[src/rtl/ecc_rmw_pkg.sv]
package ecc_rmw_pkg;
  localparam int DATA_W = 32;
  localparam int BYTE_W = 8;
  localparam int LANES  = DATA_W / BYTE_W;
  localparam int LANE_AW = $clog2(LANES);
  localparam int CHK_W  = 6;
  localparam int CW_W   = DATA_W + CHK_W;

  typedef enum logic [1:0] {
    ST_IDLE,
    ST_RD_WAIT,
    ST_RD_DATA,
    ST_WB
  } rmw_state_e;

  // Spread data over non-power-of-two positions, then fill parity slots.
  function automatic logic [CW_W-1:0] ecc_encode(input logic [DATA_W-1:0] d);
    logic [CW_W-1:0] cw;
    logic par;
    int k;
    cw = '0;
    k = 0;
    for (int p = 1; p <= CW_W; p++) begin
      if ((p & (p - 1)) != 0) begin
        cw[p-1] = d[k];
        k++;
      end
    end
    for (int j = 0; j < CHK_W; j++) begin
      par = 1'b0;
      for (int p = 1; p <= CW_W; p++) begin
        if (((p >> j) & 1) == 1) par = par ^ cw[p-1];
      end
      cw[(1 << j) - 1] = par;
    end
    return cw;
  endfunction

  function automatic logic [CHK_W-1:0] ecc_syndrome(input logic [CW_W-1:0] cw);
    logic [CHK_W-1:0] s;
    s = '0;
    for (int p = 1; p <= CW_W; p++) begin
      if (cw[p-1]) s = s ^ CHK_W'(p);
    end
    return s;
  endfunction

  function automatic logic [DATA_W-1:0] ecc_extract(input logic [CW_W-1:0] cw);
    logic [DATA_W-1:0] d;
    int k;
    d = '0;
    k = 0;
    for (int p = 1; p <= CW_W; p++) begin
      if ((p & (p - 1)) != 0) begin
        d[k] = cw[p-1];
        k++;
      end
    end
    return d;
  endfunction
endpackage

[src/rtl/ecc_encoder.sv]
module ecc_encoder
  import ecc_rmw_pkg::*;
(
  input  logic [DATA_W-1:0] data_i,
  output logic [CW_W-1:0]   cw_o
);
  always_comb cw_o = ecc_encode(data_i);
endmodule

[src/rtl/ecc_decoder.sv]
module ecc_decoder
  import ecc_rmw_pkg::*;
(
  input  logic [CW_W-1:0]   cw_i,
  output logic [DATA_W-1:0] data_o,
  output logic              fixed_o
);
  logic [CHK_W-1:0] syn;
  logic [CW_W-1:0]  repaired;

  always_comb begin
    syn      = ecc_syndrome(cw_i);
    repaired = cw_i;
    fixed_o  = 1'b0;
    // Syndromes beyond the codeword length are not a single-bit pattern.
    if (syn != '0 && syn <= CHK_W'(CW_W)) begin
      repaired[syn - CHK_W'(1)] = ~cw_i[syn - CHK_W'(1)];
      fixed_o = 1'b1;
    end
    data_o = ecc_extract(repaired);
  end
endmodule

[src/rtl/ecc_lane_mux.sv]
module ecc_lane_mux
  import ecc_rmw_pkg::*;
(
  input  logic [DATA_W-1:0]  word_i,
  input  logic [LANE_AW-1:0] lane_i,
  input  logic [BYTE_W-1:0]  byte_i,
  output logic [BYTE_W-1:0]  sel_o,
  output logic [DATA_W-1:0]  merged_o
);
  for (genvar g = 0; g < LANES; g++) begin : g_lane
    assign merged_o[g*BYTE_W +: BYTE_W] =
      (lane_i == LANE_AW'(g)) ? byte_i : word_i[g*BYTE_W +: BYTE_W];
  end

  always_comb begin
    sel_o = '0;
    for (int g = 0; g < LANES; g++) begin
      if (lane_i == LANE_AW'(g)) sel_o = word_i[g*BYTE_W +: BYTE_W];
    end
  end
endmodule

[src/rtl/ecc_rmw_ctrl.sv]
module ecc_rmw_ctrl
  import ecc_rmw_pkg::*;
#(
  parameter int ADDR_W = 10,
  localparam int WORD_AW = ADDR_W - LANE_AW
) (
  input  logic               clk,
  input  logic               rst,
  input  logic               req_valid,
  output logic               req_ready,
  input  logic               req_write,
  input  logic               req_full,
  input  logic [ADDR_W-1:0]  req_addr,
  input  logic [BYTE_W-1:0]  req_byte,
  input  logic [CW_W-1:0]    full_cw,
  input  logic [CW_W-1:0]    merged_cw,
  input  logic [BYTE_W-1:0]  sel_byte,
  input  logic               dec_fixed,
  output logic [LANE_AW-1:0] lane_q,
  output logic [BYTE_W-1:0]  byte_q,
  output logic               rsp_valid,
  output logic [BYTE_W-1:0]  rsp_rdata,
  output logic               corr_pulse,
  output logic               mem_en,
  output logic               mem_we,
  output logic [WORD_AW-1:0] mem_addr,
  output logic [CW_W-1:0]    mem_wdata
);
  rmw_state_e state;
  logic       wr_q;
  logic       accept;

  assign req_ready = (state == ST_IDLE);
  assign accept    = req_valid && req_ready;

  always_ff @(posedge clk) begin
    if (rst) begin
      state      <= ST_IDLE;
      wr_q       <= 1'b0;
      lane_q     <= '0;
      byte_q     <= '0;
      rsp_valid  <= 1'b0;
      rsp_rdata  <= '0;
      corr_pulse <= 1'b0;
      mem_en     <= 1'b0;
      mem_we     <= 1'b0;
      mem_addr   <= '0;
      mem_wdata  <= '0;
    end else begin
      rsp_valid  <= 1'b0;
      corr_pulse <= 1'b0;
      mem_en     <= 1'b0;
      mem_we     <= 1'b0;
      case (state)
        ST_IDLE: begin
          if (accept) begin
            mem_addr <= req_addr[ADDR_W-1:LANE_AW];
            lane_q   <= req_addr[LANE_AW-1:0];
            byte_q   <= req_byte;
            wr_q     <= req_write;
            mem_en   <= 1'b1;
            if (req_write && req_full) begin
              mem_we    <= 1'b1;
              mem_wdata <= full_cw;
              state     <= ST_WB;
            end else begin
              state <= ST_RD_WAIT;
            end
          end
        end
        ST_RD_WAIT: state <= ST_RD_DATA;
        ST_RD_DATA: begin
          corr_pulse <= dec_fixed;
          if (wr_q) begin
            mem_en    <= 1'b1;
            mem_we    <= 1'b1;
            mem_wdata <= merged_cw;
            state     <= ST_WB;
          end else begin
            rsp_valid <= 1'b1;
            rsp_rdata <= sel_byte;
            state     <= ST_IDLE;
          end
        end
        ST_WB:   state <= ST_IDLE;
        default: state <= ST_IDLE;
      endcase
    end
  end


  accept_busy_chk: assert property (@(posedge clk) disable iff (rst)
    accept |=> !req_ready);

  write_frees_chk: assert property (@(posedge clk) disable iff (rst)
    (mem_en && mem_we) |=> req_ready);

  full_no_read_chk: assert property (@(posedge clk) disable iff (rst)
    (accept && req_write && req_full) |=> (mem_en && mem_we));

  partial_reads_first_chk: assert property (@(posedge clk) disable iff (rst)
    (accept && !(req_write && req_full)) |=> (mem_en && !mem_we));

  rsp_one_cycle_chk: assert property (@(posedge clk) disable iff (rst)
    rsp_valid |=> !rsp_valid);

  corr_one_cycle_chk: assert property (@(posedge clk) disable iff (rst)
    corr_pulse |=> !corr_pulse);

  corr_aligned_chk: assert property (@(posedge clk) disable iff (rst)
    corr_pulse |-> (rsp_valid || (mem_en && mem_we)));
endmodule

[src/rtl/ecc_rmw_unit.sv]
module ecc_rmw_unit
  import ecc_rmw_pkg::*;
#(
  parameter int ADDR_W = 10,
  localparam int WORD_AW = ADDR_W - LANE_AW
) (
  input  logic               clk,
  input  logic               rst,
  input  logic               req_valid,
  output logic               req_ready,
  input  logic               req_write,
  input  logic               req_full,
  input  logic [ADDR_W-1:0]  req_addr,
  input  logic [DATA_W-1:0]  req_wdata,
  output logic               rsp_valid,
  output logic [BYTE_W-1:0]  rsp_rdata,
  output logic               corr_pulse,
  output logic               mem_en,
  output logic               mem_we,
  output logic [WORD_AW-1:0] mem_addr,
  output logic [CW_W-1:0]    mem_wdata,
  input  logic [CW_W-1:0]    mem_rdata
);
  logic [DATA_W-1:0]  dec_data;
  logic               dec_fixed;
  logic [DATA_W-1:0]  merged;
  logic [BYTE_W-1:0]  sel_byte;
  logic [CW_W-1:0]    merged_cw;
  logic [CW_W-1:0]    full_cw;
  logic [LANE_AW-1:0] lane_q;
  logic [BYTE_W-1:0]  byte_q;

  ecc_decoder u_dec (
    .cw_i    (mem_rdata),
    .data_o  (dec_data),
    .fixed_o (dec_fixed)
  );

  ecc_lane_mux u_lane (
    .word_i   (dec_data),
    .lane_i   (lane_q),
    .byte_i   (byte_q),
    .sel_o    (sel_byte),
    .merged_o (merged)
  );

  ecc_encoder u_enc_merge (
    .data_i (merged),
    .cw_o   (merged_cw)
  );

  ecc_encoder u_enc_full (
    .data_i (req_wdata),
    .cw_o   (full_cw)
  );

  ecc_rmw_ctrl #(.ADDR_W(ADDR_W)) u_ctrl (
    .clk        (clk),
    .rst        (rst),
    .req_valid  (req_valid),
    .req_ready  (req_ready),
    .req_write  (req_write),
    .req_full   (req_full),
    .req_addr   (req_addr),
    .req_byte   (req_wdata[BYTE_W-1:0]),
    .full_cw    (full_cw),
    .merged_cw  (merged_cw),
    .sel_byte   (sel_byte),
    .dec_fixed  (dec_fixed),
    .lane_q     (lane_q),
    .byte_q     (byte_q),
    .rsp_valid  (rsp_valid),
    .rsp_rdata  (rsp_rdata),
    .corr_pulse (corr_pulse),
    .mem_en     (mem_en),
    .mem_we     (mem_we),
    .mem_addr   (mem_addr),
    .mem_wdata  (mem_wdata)
  );
endmodule

[config.mk]
export PLATFORM = sky130hd
export DESIGN_NAME = ecc_rmw_unit
export DESIGN_NICKNAME = d
export VERILOG_FILES = /design/src/rtl/ecc_rmw_pkg.sv /design/src/rtl/ecc_encoder.sv /design/src/rtl/ecc_decoder.sv /design/src/rtl/ecc_lane_mux.sv /design/src/rtl/ecc_rmw_ctrl.sv /design/src/rtl/ecc_rmw_unit.sv
export SDC_FILE = /design/constraint.sdc
export NUM_CORES = 1
export LEC_CHECK = 0
export ABC_AREA = 1
export CAP_MARGIN = 40
export CORE_MARGIN = 4
export CORE_UTILIZATION = 52
export DETAILED_ROUTE_END_ITERATION = 16
export GPL_TIMING_DRIVEN = 0
export PLACE_DENSITY = 0.88
export SYNTH_ARGS = -nofsm -noshare
export SYNTH_HDL_FRONTEND = slang
export SYNTH_SLANG_ARGS = --single-unit
[constraint.sdc]
create_clock -name clk -period 4.9 [get_ports clk]
set_clock_uncertainty 0.05 [all_clocks]
set_input_delay 0.735 -clock clk [delete_from_list [all_inputs] [get_ports clk]]
set_output_delay 0.735 -clock clk [all_outputs]
set_load 0.01 [all_outputs]
== Yosys cells after proc, flatten, opt, wreduce, memory -nomap -nowiden ==
Cells that the tools add are included.
Storage, ports and cells
  flip-flop bits (word level): 71
  bits in latches: 0
  memory bits (writable): 0
  memory bits (read-only): 0
  bits of input ports: 85
  output and inout port bits: 59
  word-level logic and storage cells: 312
  memories kept: 0
Operators by class
  $add $sub $neg: 1
  multiply operators: 0
  divide/modulo/power cells: 0
  order comparisons: 3
  equal/unequal tests: 9
  shift-type cells: 0
  mux-type cells: 68
  bitwise logic cells: 208
  reductions and logical operators: 12
Operators with widths (count)
  1-bit bitwise XOR: 168
  38-bit two-way mux: 4
  5-bit two-way mux: 16
  38-bit one-hot mux with 2 select lines: 1
  8-bit two-way mux: 8
  6-bit two-way mux: 7
  3-bit NOT: 13
  38-bit bitwise mux: 1
  4-bit two-way mux: 8
  2-bit NOT: 13
  4-bit NOT: 5
  3-bit two-way mux: 4
  2-bit two-way mux: 5
  1-bit two-way mux: 9
  2-bit == test (second input constant): 4
  2-bit one-hot mux with 4 select lines: 1
  6-bit by 7-bit < comparator with 1-bit output (second input constant): 1
  1-bit binary-select mux with 6-bit select: 1
  1-bit demux with 6-bit select: 1
  6-bit by 1-bit >= comparator with 1-bit output (second input constant): 1
  6-bit <= comparator (second input constant): 1
  6-bit nonzero test: 1
  6-bit by 1-bit subtractor with 6-bit output (second input constant): 1
  1-bit NOT (first input constant): 5
  12 further kinds: 22

== Depth between registers and ports, before layout ==
Gate-level depths: netlist of run 1.
  depth after elaboration: 97
  gate-level depth with buffers: 43
  depth with buffers taken out: 41

== Modules after synthesis ==
A second synthesis of run 1 with hierarchy kept.
Unflattened totals
  cell total of the unflattened synthesis: 1640
  area total of the unflattened synthesis: 9462.8 um^2
By module, submodules not included
  ecc_rmw_ctrl: times used 1, cells an instance 516, area each 3324.4 um^2, seq. area each 1421.4 um^2
  ecc_encoder: times used 2, cells an instance 259, area each 1411.4 um^2, seq. area each 0.0 um^2
  ecc_decoder: times used 1, cells an instance 479, area each 2546.2 um^2, seq. area each 0.0 um^2
  ecc_lane_mux: times used 1, cells an instance 127, area each 769.5 um^2, seq. area each 0.0 um^2

== Worst setup path after synthesis of run 1 ==
No wires, ideal clock.
  kind: input port to flip-flop
  start: input port mem_rdata[22]
  end: register u_ctrl.mem_wdata[7]
  setup time: 132 ps
  arrival: 3867 ps
  required time: 4718 ps
  slack: 850 ps
  cell stages on the path: 33
  path buffers: 2
  cell sequence: buf_4 -> nor2_2 -> nor2_1 -> nand2_1 -> nand2_1 -> xnor2_1 -> nand2_1 -> nand2_1 -> nand2_2 -> nand2_4 -> nand2_8 -> nand2_4 -> buf_6 -> ha_1 -> o21ai_1 -> nand3_1 -> o21ai_2 -> nand2_2 -> nand2_1 -> nand2_1 -> nand2_1 -> nand2_2 -> inv_2 -> nand2_1 -> nand2_1 -> xor2_1 -> nand2_1 -> nand2_1 -> inv_1 -> nand2_1 -> nand3_1 -> nand2_1 -> a21oi_1
On the way
  longest elaborated chain between the ends: 48
  elaborated cells on any way between the ends: 64
  those cells by class: add/sub (1); order compare (3); mux (28); bitwise (29); reduce/logical (3)
RTL lines
  from (decl): RTL line ecc_rmw_unit.sv:22  | input logic [CW_W-1:0] mem_rdata
  5-bit two-way mux: RTL line ecc_rmw_pkg.sv:43  | if (cw[p-1]) s = s ^ CHK_W'(p);
  2-bit NOT (no line)
  5-bit two-way mux: RTL line ecc_rmw_pkg.sv:43
  3-bit NOT (no line)
  5-bit two-way mux: RTL line ecc_rmw_pkg.sv:43
  3-bit NOT (no line)
  5-bit two-way mux: RTL line ecc_rmw_pkg.sv:43
  4-bit NOT (no line)
  [20 not listed]
  1-bit demux with 6-bit select
  38-bit bitwise mux: RTL line ecc_decoder.sv:17  | repaired[syn - CHK_W'(1)] = ~cw_i[syn - CHK_W'(1)];
  38-bit two-way mux (*): RTL line ecc_decoder.sv:16  | if (syn != '0 && syn <= CHK_W'(CW_W)) begin
  8-bit two-way mux: RTL line ecc_lane_mux.sv:12  | (lane_i == LANE_AW'(g)) ? byte_i : word_i[g*BYTE_W +: BYTE_W];
  1-bit bitwise XOR (13 in a row): RTL line ecc_rmw_pkg.sv:32  | if (((p >> j) & 1) == 1) par = par ^ cw[p-1];
  1-bit bitwise XOR (*): RTL line ecc_rmw_pkg.sv:32
  38-bit two-way mux (*): RTL line ecc_rmw_ctrl.sv:74  | if (wr_q) begin
  38-bit one-hot mux with 2 select lines (*): RTL line ecc_rmw_ctrl.sv:54  | case (state)
  to (signal assigned): RTL line ecc_rmw_ctrl.sv:64  | mem_wdata <= full_cw;
  to (signal assigned): RTL line ecc_rmw_ctrl.sv:77  | mem_wdata <= merged_cw;
  to (decl): RTL line ecc_rmw_ctrl.sv:27  | output logic [CW_W-1:0] mem_wdata
Mark *: on every way between the ends. The rest lies on a longest branch, timed or not. The select of a mux whose other input is x is not followed.
A chain may end at the register's enable or synchronous reset.

== Worst setup path in the final report of run 1 ==
  start: input port mem_rdata[21]
  end: register u_ctrl.mem_wdata[7]
On the way
  longest elaborated chain between the ends: 50
  elaborated cells on any way between the ends: 65
  those cells by class: add/sub (1); order compare (3); mux (29); bitwise (29); reduce/logical (3)
RTL lines (RTL line)
  5-bit two-way mux: ecc_rmw_pkg.sv:43
  4-bit NOT (no line)
  5-bit two-way mux: ecc_rmw_pkg.sv:43
  2-bit NOT (no line)
  5-bit two-way mux: ecc_rmw_pkg.sv:43
  3-bit NOT (no line)
  5-bit two-way mux: ecc_rmw_pkg.sv:43
  3-bit NOT (no line)
  [22 not listed]
  1-bit demux with 6-bit select
  38-bit bitwise mux: ecc_decoder.sv:17
  38-bit two-way mux (*): ecc_decoder.sv:16
  8-bit two-way mux: ecc_lane_mux.sv:12
  1-bit bitwise XOR (13 in a row): ecc_rmw_pkg.sv:32
  1-bit bitwise XOR (*): ecc_rmw_pkg.sv:32
  38-bit two-way mux (*): ecc_rmw_ctrl.sv:74
  38-bit one-hot mux with 2 select lines (*): ecc_rmw_ctrl.sv:54
Marks and branches as above.

==> impl_results.html, run 1 <==
<table>
<tr><th>Metric</th><th>Value</th></tr>
<tr><th colspan="2">Synthesis</th></tr>
<tr><td>Commonest register cell after synthesis</td><td>dfxtp_1</td></tr>
<tr><td>Share of synthesized flip-flops with an asynchronous set or reset</td><td>0%</td></tr>
<tr><td>EDFF count, synth</td><td>0</td></tr>
<tr><td>Sequential share of the synthesized area</td><td>18.0%</td></tr>
<tr><td>Count of unique library cells instantiated by Yosys</td><td>51</td></tr>
<tr><td>Library cell occupying the most area in the post-synthesis netlist</td><td>nand2_1</td></tr>
<tr><td>Fraction of synthesized cell area taken by the top area cell type</td><td>24.4%</td></tr>
<tr><td>Syn Nets</td><td>1455</td></tr>
<tr><td>Post-synth design cell area</td><td>0.00791 mm2</td></tr>
<tr><td>Synthesized instance count</td><td>1369</td></tr>
<tr><td>Warning count from the yosys run</td><td>0</td></tr>
<tr><td>Ranking of synthesized cells by area</td><td>nand2_1, dfxtp_1, xnor2_1</td></tr>
<tr><td>Mean instance size in the synthesized netlist</td><td>5.78 um2</td></tr>
<tr><td>Number of synthesized register bits</td><td>71</td></tr>
<tr><th colspan="2">Worst hold path</th></tr>
<tr><td>Worst Hold Launch</td><td>u_ctrl.mem_wdata[26]$_SDFFE_PP0P_</td></tr>
<tr><td>Path type of the worst min-delay path</td><td>register to register</td></tr>
<tr><th colspan="2">Placement</th></tr>
<tr><td>Final HPWL from detailed placement</td><td>26100 um</td></tr>
<tr><td>Buffers added on ports</td><td>136</td></tr>
<tr><td>Instance area after placement</td><td>0.00950 mm2</td></tr>
<tr><td>Placer's final routability congestion estimate</td><td>1.03</td></tr>
<tr><td>Worst slack, placed</td><td>-0.646 ns</td></tr>
<tr><th colspan="2">Worst setup path</th></tr>
<tr><td>Crit end category</td><td>register</td></tr>
<tr><td>Reg-to-reg setup timing slack</td><td>1.98 ns</td></tr>
<tr><td>Crit-path max FO</td><td>7</td></tr>
<tr><td>Required time of the critical path</td><td>5.12 ns</td></tr>
<tr><td>Crit path largest cell delay</td><td>0.39 ns</td></tr>
<tr><td>Depth of the most critical reg-to-reg path</td><td>15</td></tr>
<tr><td>Timing startpoint of the critical path</td><td>mem_rdata[21]</td></tr>
<tr><td>Last element of the critical path</td><td>u_ctrl.mem_wdata[7]$_SDFFE_PP0P_</td></tr>
<tr><td>Startpoint kind of the worst setup timing path</td><td>input pin</td></tr>
<tr><td>Startpoint of the worst-slack reg-to-reg timing path</td><td>u_ctrl.lane_q[0]$_SDFFE_PP0P_</td></tr>
<tr><td>Slowest cell on the critical path</td><td>dlygate4sd2_1</td></tr>
<tr><td>CP arrival</td><td>5.03 ns</td></tr>
<tr><td>Kind of critical path</td><td>input pin to register</td></tr>
<tr><td>Reg-to-reg endpoint</td><td>u_ctrl.mem_wdata[7]$_SDFFE_PP0P_</td></tr>
<tr><td>Most numerous cell on the critical path</td><td>nand2_1</td></tr>
<tr><th colspan="2">CTS</th></tr>
<tr><td>Root Buffer</td><td>clkbuf_16</td></tr>
<tr><td>TritonCTS clock tree</td><td>done</td></tr>
<tr><td>Htree depth</td><td>3</td></tr>
<tr><td>TritonCTS buffer count</td><td>9</td></tr>
<tr><td>Clock latency on the worst-skew pair</td><td>0.35 ns</td></tr>
<tr><td>Sink Count</td><td>71</td></tr>
<tr><td>Clk slew on worst S/H paths</td><td>0.06 ns</td></tr>
<tr><td>Worst-case clock buffer depth</td><td>2</td></tr>
<tr><th colspan="2">Global route</th></tr>
<tr><td>GRT Overall Usage</td><td>35.3%</td></tr>
<tr><td>Overall overflow remaining after global route</td><td>0</td></tr>
<tr><td>Via count of the first global-routing pass</td><td>8721</td></tr>
<tr><td>Number of antenna violations at the first check in global routing</td><td>0</td></tr>
<tr><td>Largest net degree at the start of global routing</td><td>13</td></tr>
<tr><td>Global-route wire length before repair</td><td>48500 um</td></tr>
<tr><th colspan="2">STA</th></tr>
<tr><td>Maximum achievable frequency</td><td>208 MHz</td></tr>
<tr><td>Final worst path period share</td><td>98.2%</td></tr>
<tr><td>Worst rel slew slack</td><td>37.1%</td></tr>
<tr><td>Slew Limit Fails</td><td>0</td></tr>
<tr><td>Least-Margin Pin Slew</td><td>0.936 ns</td></tr>
<tr><td>Final-layout worst hold slack</td><td>0.416 ns</td></tr>
<tr><td>Final critical path time including I/O delays and setup</td><td>4.81 ns</td></tr>
<tr><td>Final-report hold violation count</td><td>0</td></tr>
<tr><td>Setup-violating endpoint count in the final report</td><td>0</td></tr>
<tr><td>PnR worst setup slack</td><td>0.0891 ns</td></tr>
<tr><th colspan="2">Layout</th></tr>
<tr><td>Share of layout cells above drive strength 1</td><td>13.4%</td></tr>
<tr><td>Diodes inserted</td><td>0</td></tr>
<tr><td>Final nets</td><td>1628</td></tr>
<tr><td>Share of the core filled with cells</td><td>70.7%</td></tr>
<tr><td>Layout overhead on the synthesized area</td><td>31.5%</td></tr>
<tr><td>Final-layout fill cell count</td><td>1285</td></tr>
<tr><td>Area of all placed cells without fillers</td><td>0.0104 mm2</td></tr>
<tr><th colspan="2">Pwr</th></tr>
<tr><td>Static Leak</td><td>4.93 nW</td></tr>
<tr><td>Worst supply voltage drop on vdd</td><td>0.251 mV</td></tr>
<tr><td>Power density normalized to cell area</td><td>384 mW/mm2</td></tr>
<tr><td>Overall power after layout</td><td>3.99 mW</td></tr>
<tr><th colspan="2">Floorplanning</th></tr>
<tr><td>Core area</td><td>0.0147 mm2</td></tr>
<tr><td>Standard-cell row count</td><td>44</td></tr>
<tr><td>Total Die Area</td><td>0.0172 mm2</td></tr>
<tr><td>Die span in x</td><td>131 um</td></tr>
<tr><td>Starting density of the core</td><td>53.8%</td></tr>
<tr><td>Die Height</td><td>131 um</td></tr>
<tr><td>I/O pins</td><td>144</td></tr>
<tr><th colspan="2">Drt</th></tr>
<tr><td>First drt pass iteration count</td><td>8</td></tr>
<tr><td>Total wirelength of the detailed-routed design</td><td>32500 um</td></tr>
<tr><td>Detailed-route DRC error count</td><td>0</td></tr>
<tr><td>Number of nets with antenna violations after detailed routing</td><td>0</td></tr>
<tr><td>Starting DRT DRC Count</td><td>1334</td></tr>
<tr><td>Average wire length per cell after detail routing</td><td>18.8 um</td></tr>
<tr><td>Drt via density</td><td>5.72</td></tr>
<tr><td>Via total after detailed routing</td><td>9907</td></tr>
<tr><th colspan="2">Job</th></tr>
<tr><td>Count of maximum capacitance violations</td><td>0</td></tr>
<tr><th colspan="2">Outcome</th></tr>
<tr><td>Run status</td><td>complete, no violations</td></tr>
</table>
## cells in the mapped netlist, drive strengths merged, types with 2 or more instances
library cell	n
o22ai	2
clkbuf	30
or2	2
o21bai	2
inv	137
buf	19
o211ai	27
nand2b	2
nor2	98
o221ai	3
o21ai	83
a21boi	4
nand4	9
a31oi	2
nand2	543
clkinv	2
xnor2	73
a21oi	69
dfxtp	71
xor2	63
nand3	119
## layer usage
layer / vias to the layer above / global-route usage (%) / wire length, um
met4: 0 / 8.17 / 578
met5: - / 0 / 0
met2: 597 / 51.6 / 13700
li1: 4707 / - / -
met1: 4545 / 51.7 / 14200
met3: 58 / 9.48 / 4000
## repair_timing
action,CTS,global route
setup buffers,1,24
gates cloned,0,1
hold buffers,0,0
gates resized for setup,16,108
pin swaps,1,27
endpoints found under the setup margin,5,6
## placed cells by master, fill, tap and decap left out, drive strengths merged
cell           Yosys  routed
ha                 1       1
a21oi             69      69
a211oi             1       1
xor2              63      63
o31ai              1       1
nand4              9       9
bufinv             0       2
dlymetal6s2s       0      10
xnor2             73      73
nand3b             1       1
dlygate4sd2        0       8
clkinvlp           0       1
nor2              98      98
o211ai            27      27
a31oi              2       2
o21ai             83      83
o221ai             3       3
nand2            543     543
clkdlybuf4s50      0     115
inv              137     138
a41oi              1       1
o221a              1       1
mux2i              1       1
and3               1       1
buf               19      43
a221oi             1       1
o21bai             2       2
o22ai              2       2
clkbuf            30      45
a21boi             4       4
clkinv             2       4
or2                2       2
dfxtp             71      71
nand2b             2       2
nand3            119     119
## logic make-up (layout without fill, tap and decap cells)
kind of cell	count (synthesis)	in the layout	synth area share [%]
simple gates	775	775	42.2
mux	1	1	0.127
buf+inv	188	366	9.65
fa+ha+maj	1	1	0.158
xor+xnor	136	136	15.3
compound gates	197	197	14.6
flops	71	71	18.0
## report_power, final
part	leakage [nW]	total (mW)	internal [mW]	switching (mW)
clock network	0.166	0.749	0.474	0.275
logic	4.18	2.60	0.905	1.69
registers	0.580	0.641	0.615	0.0258
total	4.93	3.99	1.99	2.00
## flip-flops by register name, summed over array words and instances, names as in the netlist
| signal | count |
|---|---|
| u_ctrl.mem_addr | 8 |
| u_ctrl.rsp_rdata | 8 |
| u_ctrl.state | 2 |
| u_ctrl.wr_q | 1 |
| u_ctrl.byte_q | 8 |
| u_ctrl.mem_wdata | 38 |
| u_ctrl.mem_en | 1 |
| u_ctrl.mem_we | 1 |
| u_ctrl.rsp_valid | 1 |
| u_ctrl.corr_pulse | 1 |
| u_ctrl.lane_q | 2 |
## worst min path at each step
stage,end,cells after the start
final,u_ctrl.mem_wdata[26]$_SDFFE_PP0P_,2
after global routing,u_ctrl.mem_wdata[33]$_SDFFE_PP0P_,2
after CTS,u_ctrl.mem_wdata[16]$_SDFFE_PP0P_,2
after detailed placement,u_ctrl.mem_wdata[16]$_SDFFE_PP0P_,2
after global placement,u_ctrl.mem_wdata[6]$_SDFFE_PP0P_,2
after floorplan,u_ctrl.lane_q[1]$_SDFFE_PP0P_,2
## worst max-delay path: cells and delay by family
family          cells  cell delay (ns)
simple gates       27             2.78
buf+inv             5             0.89
xor+xnor            2             0.44
compound gates      1             0.16
## layout make-up
type | count | area [um2] | share of cell area [%]
multi-input cells | 1110 | 6060 | 58.3
repair buffers | 161 | 1560 | 15.0
flip-flops and latches | 71 | 1420 | 13.7
inverters | 139 | 527 | 5.07
plain buffers | 49 | 256 | 2.47
clock buffers | 11 | 253 | 2.43
well taps | 184 | 230 | 2.22
clock inverters | 5 | 78.8 | 0.758
repair inverters | 1 | 7.51 | 0.0722
## through the flow
stage                     setup TNS (ns)  cells
after global placement             -2.96   1689
final                                  0   1731
after global routing              -0.354   1731
after CTS                              0   1706
after detailed placement           -3.04   1689
after floorplan                        0   1369
Note: power is estimated with default switching activity, not from simulation.
==> run 2: changes to the inputs <==
- CORE_ASPECT_RATIO: default -> 1.5
- CTS_CLUSTER_SIZE: default -> 16
==> run 2 against run 1 <==
Effect of this change:
- clock power is 12% lower
- global-route usage is 3.0 points higher
- utilization is 0.060 points higher
- critical path depth is 1 lower
==> impl_results.html, run 2 (same netlist as run 1, synthesis figures left out) <==
<table>
<tr><th>Metric</th><th>Value</th></tr>
<tr><th colspan="2">STA</th></tr>
<tr><td>Final-report hold violation count</td><td>0 (unchanged)</td></tr>
<tr><td>Slew Limit Fails</td><td>0 (unchanged)</td></tr>
<tr><td>Setup-violating endpoint count in the final report</td><td>0 (unchanged)</td></tr>
<tr><td>Maximum achievable frequency</td><td>211 MHz (+1.4%)</td></tr>
<tr><td>Final critical path time including I/O delays and setup</td><td>4.74 ns (-0.0685 ns)</td></tr>
<tr><td>Least-Margin Pin Slew</td><td>0.877 ns (-0.0598 ns)</td></tr>
<tr><td>Final worst path period share</td><td>96.8% (-1.4 points)</td></tr>
<tr><td>Worst rel slew slack</td><td>41.2% (+4.0 points)</td></tr>
<tr><th colspan="2">CTS</th></tr>
<tr><td>Hold Buf Count CTS</td><td>0 (unchanged)</td></tr>
<tr><td>Clock latency on the worst-skew pair</td><td>0.34 ns (about the same)</td></tr>
<tr><td>Sink Count</td><td>71 (unchanged)</td></tr>
<tr><td>TritonCTS clock tree</td><td>done</td></tr>
<tr><td>Root Buffer</td><td>clkbuf_16</td></tr>
<tr><td>Htree depth</td><td>3 (unchanged)</td></tr>
<tr><td>Clk slew on worst S/H paths</td><td>0.06 ns (about the same)</td></tr>
<tr><td>Worst-case clock buffer depth</td><td>2 (unchanged)</td></tr>
<tr><td>TritonCTS buffer count</td><td>9 (unchanged)</td></tr>
<tr><th colspan="2">Global route</th></tr>
<tr><td>Largest net degree at the start of global routing</td><td>15 (+2)</td></tr>
<tr><td>Number of antenna violations at the first check in global routing</td><td>0 (unchanged)</td></tr>
<tr><td>Via count of the first global-routing pass</td><td>9854 (+13%)</td></tr>
<tr><td>GRT Overall Usage</td><td>38.3% (+3.0 points)</td></tr>
<tr><td>Overall overflow remaining after global route</td><td>0 (unchanged)</td></tr>
<tr><td>Global-route wire length before repair</td><td>50900 um (+4.9%)</td></tr>
<tr><th colspan="2">Worst setup path</th></tr>
<tr><td>Kind of critical path</td><td>input pin to register</td></tr>
<tr><td>Startpoint kind of the worst setup timing path</td><td>input pin</td></tr>
<tr><td>Crit path largest cell delay</td><td>0.53 ns (+0.14 ns)</td></tr>
<tr><td>Crit end category</td><td>register</td></tr>
<tr><td>CP arrival</td><td>4.97 ns (-0.06 ns)</td></tr>
<tr><td>Crit-path max FO</td><td>10 (+3)</td></tr>
<tr><td>Slowest cell on the critical path</td><td>clkdlybuf4s50_1</td></tr>
<tr><td>Required time of the critical path</td><td>5.12 ns (about the same)</td></tr>
<tr><th colspan="2">Layout</th></tr>
<tr><td>Largest Register</td><td>u_ctrl.mem_wdata</td></tr>
<tr><td>Final nets</td><td>1622 (-0.37%)</td></tr>
<tr><td>Layout overhead on the synthesized area</td><td>31.8%</td></tr>
<tr><td>Share of layout cells above drive strength 1</td><td>13.6% (+0.12 points)</td></tr>
<tr><td>Commonest cells after routing, fill and taps aside</td><td>nand2_1, clkdlybuf4s50_1, inv_1, nand3_1, nor2_1</td></tr>
<tr><td>Most common cell after layout, fill and taps aside</td><td>nand2_1</td></tr>
<tr><td>Number of flip-flops in the largest register</td><td>38 (unchanged)</td></tr>
<tr><td>Share of the core filled with cells</td><td>70.8% (about the same)</td></tr>
<tr><td>Final-layout fill cell count</td><td>1342 (+4.4%)</td></tr>
<tr><td>Diodes inserted</td><td>0 (unchanged)</td></tr>
<tr><th colspan="2">Pwr</th></tr>
<tr><td>Pint</td><td>1.93 mW (-3.2%)</td></tr>
<tr><td>Power density normalized to cell area</td><td>383 mW/mm2 (-0.24%)</td></tr>
<tr><td>Switching Fraction</td><td>51.6% (+1.6 points)</td></tr>
<tr><td>Clock group share of total power</td><td>16.4% (-2.4 points)</td></tr>
<tr><td>Power share of the sequential group</td><td>16.1% (about the same)</td></tr>
<tr><td>Overall power after layout</td><td>3.99 mW (about the same)</td></tr>
<tr><td>Sw power</td><td>2.06 mW (+3.3%)</td></tr>
<tr><td>Static Leak</td><td>4.88 nW (-0.98%)</td></tr>
<tr><td>Logic gate share of total power</td><td>67.5% (+2.3 points)</td></tr>
<tr><td>Worst supply voltage drop on vdd</td><td>0.243 mV (-3.4%)</td></tr>
<tr><th colspan="2">Drt</th></tr>
<tr><td>First drt pass iteration count</td><td>6 (-2)</td></tr>
<tr><td>Average wire length per cell after detail routing</td><td>19.6 um (+4.3%)</td></tr>
<tr><td>Via total after detailed routing</td><td>9813 (-0.95%)</td></tr>
<tr><td>Number of nets with antenna violations after detailed routing</td><td>0 (unchanged)</td></tr>
<tr><td>Drt via density</td><td>5.65 (-1.3%)</td></tr>
<tr><td>Total wirelength of the detailed-routed design</td><td>34000 um (+4.7%)</td></tr>
<tr><td>Detailed-route DRC error count</td><td>0 (unchanged)</td></tr>
<tr><td>Starting DRT DRC Count</td><td>724 (-46%)</td></tr>
<tr><th colspan="2">Placement</th></tr>
<tr><td>Buffers added on ports</td><td>136 (unchanged)</td></tr>
<tr><td>Final HPWL from detailed placement</td><td>27500 um (+5.4%)</td></tr>
<tr><td>Placer's final routability congestion estimate</td><td>1.03 (+0.65%)</td></tr>
<tr><th colspan="2">Worst hold path</th></tr>
<tr><td>Path type of the worst min-delay path</td><td>register to register</td></tr>
<tr><th colspan="2">Floorplanning</th></tr>
<tr><td>Core area</td><td>0.0147 mm2 (+0.20%)</td></tr>
<tr><td>Starting density of the core</td><td>53.7% (-0.11 points)</td></tr>
<tr><td>Die span in x</td><td>109 um (-17%)</td></tr>
<tr><td>Die Height</td><td>159 um (+21%)</td></tr>
<tr><td>Total Die Area</td><td>0.0173 mm2 (+0.24%)</td></tr>
<tr><td>I/O pins</td><td>144 (unchanged)</td></tr>
<tr><td>Standard-cell row count</td><td>54 (+23%)</td></tr>
<tr><th colspan="2">Job</th></tr>
<tr><td>Count of maximum capacitance violations</td><td>0 (unchanged)</td></tr>
<tr><th colspan="2">Outcome</th></tr>
<tr><td>Run status</td><td>complete, no violations</td></tr>
</table>
## run 2: cell count changes in the layout (fill, tap and decap cells not counted), sizes merged
| cell | previous run | this run |
|---|---|---|
| bufinv | 2 | 0 |
| clkinv | 4 | 3 |
| clkdlybuf4s15 | 0 | 2 |
| buf | 43 | 37 |
| inv | 138 | 140 |
| clkdlybuf4s50 | 115 | 118 |
| clkinvlp | 1 | 2 |
| clkbuf | 45 | 43 |
| dlymetal6s2s | 10 | 9 |
| dlygate4sd2 | 8 | 6 |
## run 2: power groups by stage
stage                     clock (mW)  sequential, mW  combinational (mW)
final                          0.656           0.641                2.69
after global routing           0.680           0.644                2.90
after CTS                      0.659           0.640                2.28
after detailed placement           0           0.652                2.21
after global placement             0           0.651                2.19
after floorplan                    0           0.660                1.55
## run 2: per-stage QoR
stage | worst slack, ns | std cells | cell area, um2 | hold slack (ns) | TNS, ns
4_1_cts | 0.000492 | 1722 | 9880 | 0.416 | 0
3_5_place_dp | -0.804 | 1701 | 9510 | 0.406 | -5.74
3_3_place_gp | -0.712 | 1701 | 9510 | 0.404 | -4.43
6_report | 0.158 | 1737 | 10400 | 0.414 | 0
5_1_grt | -0.123 | 1737 | 10400 | 0.444 | -0.584
2_1_floorplan | 0.850 | 1369 | 7910 | 0.421 | 0
## run 2: final timing paths
check | from | to | slack (ns) | depth (start not counted)
setup / recovery | mem_rdata[24] | u_ctrl.mem_wdata[0]$_SDFFE_PP0P_ | 0.16 | 34
hold / removal | u_ctrl.mem_wdata[29]$_SDFFE_PP0P_ | u_ctrl.mem_wdata[29]$_SDFFE_PP0P_ | 0.41 | 2
setup reg to reg | u_ctrl.state[0]$_SDFFE_PP0P_ | u_ctrl.mem_wdata[28]$_SDFFE_PP0P_ | 2.09 | 8
hold reg to reg | u_ctrl.mem_wdata[29]$_SDFFE_PP0P_ | u_ctrl.mem_wdata[29]$_SDFFE_PP0P_ | 0.41 | 2
## run 2: layout make-up
type	instances	area [um2]	area share, %
plain buffers	49	260	2.50
well taps	196	245	2.35
clock buffers	10	239	2.29
inverters	139	524	5.03
clock inverters	6	52.6	0.504
repair buffers	156	1540	14.8
multi-input cells	1110	6140	58.9
flip-flops and latches	71	1420	13.6
## run 2: repair_timing
item | in CTS | in global routing
pin swaps | 4 | 22
setup endpoints to repair | 7 | 6
setup buffers | 5 | 14
gates resized for setup | 26 | 110
gates cloned | 0 | 1
## run 2: critical path, delay by kind of cell
kind / cells / cell delay [ns]
and+or+nand+nor: 24 / 2.37
buffers and inverters: 6 / 1.08
AOI/OAI and AO/OA: 2 / 0.43
xor gates and xnor gates: 1 / 0.22
muxes: 1 / 0.10
## run 2: layer usage
layer / share of wire [%] / track usage (%) / up-vias
met2: 50 / 66.2 / 528
met4: 13 / 44.0 / 0
li1: - / - / 4673
met1: 31 / 34.1 / 4397
met3: 5.4 / 6.17 / 215
met5: 0 / 0 / -
==> run 3: changes to the inputs <==
- CORE_UTILIZATION: 52 -> 55
- DONT_BUFFER_PORTS: default -> 1
- PLACE_DENSITY: 0.88 -> 0.79
==> run 3 against run 2 <==
Effect of this change:
- clock power is 3.8% higher
- die area is 5.1% lower
- combinational power is 21% lower
- sequential power is 3% higher
- first-iteration DRC count is 15% lower
- final area is 18% lower
- hold slack better by 0.044 ns
- non-clock buffer count is 156 lower
- routed wire length is 11% lower
- register-to-register slack worse by 0.05 ns
- sequential share of layout area is 3.1 points higher
- critical endpoint unchanged
- largest power group unchanged
==> impl_results.html, run 3 (same netlist as run 1, synthesis figures left out) <==
<table>
<tr><th>Metric</th><th>Value</th></tr>
<tr><th colspan="2">CTS</th></tr>
<tr><td>TritonCTS clock tree</td><td>done</td></tr>
<tr><td>Worst-case clock buffer depth</td><td>2 (unchanged)</td></tr>
<tr><td>Number of buffers added for setup after CTS</td><td>0 (-5)</td></tr>
<tr><td>Hold Buf Count CTS</td><td>0 (unchanged)</td></tr>
<tr><td>Clk slew on worst S/H paths</td><td>0.07 ns (about the same)</td></tr>
<tr><td>Root Buffer</td><td>clkbuf_16</td></tr>
<tr><td>Resized Gates After CTS</td><td>0 (-100%)</td></tr>
<tr><td>Sink Count</td><td>71 (unchanged)</td></tr>
<tr><td>Clock latency on the worst-skew pair</td><td>0.35 ns (about the same)</td></tr>
<tr><td>TritonCTS buffer count</td><td>9 (unchanged)</td></tr>
<tr><td>Htree depth</td><td>3 (unchanged)</td></tr>
<tr><th colspan="2">Layout</th></tr>
<tr><td>Final nets</td><td>1466 (-9.6%)</td></tr>
<tr><td>Largest Register</td><td>u_ctrl.mem_wdata</td></tr>
<tr><td>Share of layout cells above drive strength 1</td><td>8.95% (-4.6 points)</td></tr>
<tr><td>Commonest cells after routing, fill and taps aside</td><td>nand2_1, inv_1, nand3_1, nor2_1</td></tr>
<tr><td>Finished Layout Cells</td><td>1578 (-9.2%)</td></tr>
<tr><td>Layout overhead on the synthesized area</td><td>7.61%</td></tr>
<tr><td>Most common cell after layout, fill and taps aside</td><td>nand2_1</td></tr>
<tr><td>Number of flip-flops in the largest register</td><td>38 (unchanged)</td></tr>
<tr><td>Multi-input gate area</td><td>0.00578 mm2 (-5.8%)</td></tr>
<tr><td>Sequential standard cell area</td><td>0.00142 mm2 (unchanged)</td></tr>
<tr><td>Final-layout fill cell count</td><td>1504 (+12%)</td></tr>
<tr><th colspan="2">Job</th></tr>
<tr><td>Count of maximum capacitance violations</td><td>0 (unchanged)</td></tr>
<tr><th colspan="2">Worst setup path</th></tr>
<tr><td>Crit end category</td><td>register</td></tr>
<tr><td>Kind of critical path</td><td>input pin to register</td></tr>
<tr><td>Slowest cell on the critical path</td><td>ha_1</td></tr>
<tr><td>Startpoint kind of the worst setup timing path</td><td>input pin</td></tr>
<tr><td>Most numerous cell on the critical path</td><td>nand2_1</td></tr>
<tr><td>Crit-path max FO</td><td>10 (unchanged)</td></tr>
<tr><td>Required time of the critical path</td><td>5.13 ns (about the same)</td></tr>
<tr><td>Depth of the most critical reg-to-reg path</td><td>8 (unchanged)</td></tr>
<tr><td>Crit path largest cell delay</td><td>0.34 ns (-0.19 ns)</td></tr>
<tr><td>CP arrival</td><td>4.89 ns (-0.08 ns)</td></tr>
<tr><th colspan="2">Placement</th></tr>
<tr><td>Final HPWL from detailed placement</td><td>25200 um (-8.2%)</td></tr>
<tr><td>Buffers added on ports</td><td>0 (-100%)</td></tr>
<tr><td>Placed Cells</td><td>1561 (-8.2%)</td></tr>
<tr><td>Placer's final routability congestion estimate</td><td>1.04 (+1.1%)</td></tr>
<tr><th colspan="2">Global route</th></tr>
<tr><td>Largest net degree at the start of global routing</td><td>14 (-1)</td></tr>
<tr><td>GRT Overall Usage</td><td>36.4% (-1.9 points)</td></tr>
<tr><td>Overall overflow remaining after global route</td><td>0 (unchanged)</td></tr>
<tr><td>Via count of the first global-routing pass</td><td>8596 (-13%)</td></tr>
<tr><td>Number of antenna violations at the first check in global routing</td><td>1 (+1)</td></tr>
<tr><td>Global-route wire length before repair</td><td>45700 um (-10%)</td></tr>
<tr><th colspan="2">Pwr</th></tr>
<tr><td>Power share of the sequential group</td><td>19.1% (+3.0 points)</td></tr>
<tr><td>Sw power</td><td>1.80 mW (-13%)</td></tr>
<tr><td>Switching Fraction</td><td>52.0% (+0.38 points)</td></tr>
<tr><td>Clock group share of total power</td><td>19.7% (+3.3 points)</td></tr>
<tr><td>Logic gate share of total power</td><td>61.2% (-6.3 points)</td></tr>
<tr><td>Power density normalized to cell area</td><td>406 mW/mm2 (+6.1%)</td></tr>
<tr><td>Static Leak</td><td>4.11 nW (-16%)</td></tr>
<tr><td>Worst supply voltage drop on vdd</td><td>0.378 mV (+56%)</td></tr>
<tr><td>Pint</td><td>1.66 mW (-14%)</td></tr>
<tr><th colspan="2">Floorplanning</th></tr>
<tr><td>Die span in x</td><td>106 um (-2.6%)</td></tr>
<tr><td>Die Height</td><td>155 um (-2.6%)</td></tr>
<tr><td>I/O pins</td><td>144 (unchanged)</td></tr>
<tr><td>Core area</td><td>0.0141 mm2 (-4.6%)</td></tr>
<tr><td>Standard-cell row count</td><td>53 (-1.9%)</td></tr>
<tr><td>Total Die Area</td><td>0.0164 mm2 (-5.1%)</td></tr>
<tr><td>Starting density of the core</td><td>56.2% (+2.6 points)</td></tr>
<tr><th colspan="2">Drt</th></tr>
<tr><td>Drt via density</td><td>5.56 (-1.6%)</td></tr>
<tr><td>Starting DRT DRC Count</td><td>613 (-15%)</td></tr>
<tr><td>Via total after detailed routing</td><td>8768 (-11%)</td></tr>
<tr><td>First drt pass iteration count</td><td>6 (unchanged)</td></tr>
<tr><td>Average wire length per cell after detail routing</td><td>19.1 um (-2.2%)</td></tr>
<tr><td>Number of nets with antenna violations after detailed routing</td><td>0 (unchanged)</td></tr>
<tr><td>Detailed-route DRC error count</td><td>0 (unchanged)</td></tr>
<tr><td>Total wirelength of the detailed-routed design</td><td>30200 um (-11%)</td></tr>
<tr><th colspan="2">STA</th></tr>
<tr><td>Least-Margin Pin Slew</td><td>0.849 ns (-0.0279 ns)</td></tr>
<tr><td>Slew Limit Fails</td><td>0 (unchanged)</td></tr>
<tr><td>Final worst path period share</td><td>95.0% (-1.7 points)</td></tr>
<tr><td>Final critical path time including I/O delays and setup</td><td>4.66 ns (-0.0852 ns)</td></tr>
<tr><td>Final-report hold violation count</td><td>0 (unchanged)</td></tr>
<tr><td>Maximum achievable frequency</td><td>215 MHz (+1.8%)</td></tr>
<tr><td>Worst rel slew slack</td><td>43.0% (+1.9 points)</td></tr>
<tr><td>Sum of negative setup slack</td><td>0 ns (unchanged)</td></tr>
<tr><td>Setup-violating endpoint count in the final report</td><td>0 (unchanged)</td></tr>
<tr><th colspan="2">Worst hold path</th></tr>
<tr><td>Worst hold path cell count</td><td>2 (unchanged)</td></tr>
<tr><td>Path type of the worst min-delay path</td><td>register to register</td></tr>
<tr><th colspan="2">Outcome</th></tr>
<tr><td>Run status</td><td>complete, no violations</td></tr>
</table>
run 3: cell type report:
type / instances / area share [%]
Buffer: 49 / 2.84
Clock inverter: 6 / 0.809
Tap cell: 192 / 2.82
Antenna cell: 1 / 0.0294
Clock buffer: 10 / 2.69
Sequential cell: 71 / 16.7
Inverter: 139 / 6.13
Multi-Input combinational cell: 1110 / 68.0
run 3: stage by stage:
step           cell area (um2)  setup WS [ns]  util [%]  power, mW  hold WS [ns]
2_1_floorplan             7910          0.850         -       2.21         0.421
3_3_place_gp              8150        -0.0723      57.9       2.68         0.434
3_5_place_dp              8150         -0.135      57.9       2.70         0.447
4_1_cts                   8440          0.214      60.1       3.38         0.457
5_1_grt                   8510        -0.0538      60.5       3.69         0.484
6_report                  8510          0.243      60.5       3.46         0.458
run 3: worst paths after layout:
kind,slack (ns),startpoint,endpoint
worst max-delay path,0.24,mem_rdata[14],u_ctrl.mem_wdata[0]$_SDFFE_PP0P_
worst min-delay path,0.46,u_ctrl.lane_q[1]$_SDFFE_PP0P_,u_ctrl.lane_q[1]$_SDFFE_PP0P_
worst max register to register,2.04,u_ctrl.state[0]$_SDFFE_PP0P_,u_ctrl.mem_wdata[28]$_SDFFE_PP0P_
worst min register to register,0.46,u_ctrl.lane_q[1]$_SDFFE_PP0P_,u_ctrl.lane_q[1]$_SDFFE_PP0P_
run 3: power by group through the flow:
stage / combinational, mW / sequential (mW) / clock (mW)
global placement: 2.01 / 0.671 / 0
finish: 2.12 / 0.659 / 0.681
CTS: 2.04 / 0.659 / 0.679
floorplan: 1.55 / 0.660 / 0
detailed placement: 2.03 / 0.671 / 0
global route: 2.33 / 0.662 / 0.701
run 3: critical path, delay by kind of cell:
kind	cells	cell delay [ns]
buffers and inverters	6	0.57
adders and majority gates	1	0.34
and+or+nand+nor	21	2.16
AOI/OAI and AO/OA	4	0.82
xor gates and xnor gates	1	0.22
run 3: per-layer routing:
| metal | track usage [%] | up-vias | part of all wire, % |
|---|---|---|---|
| met5 | 0 | - | 0 |
| met4 | 34.9 | 0 | 11 |
| met3 | 6.72 | 149 | 6.0 |
| met2 | 66.5 | 379 | 50 |
| met1 | 33.0 | 3876 | 33 |
| li1 | - | 4364 | - |
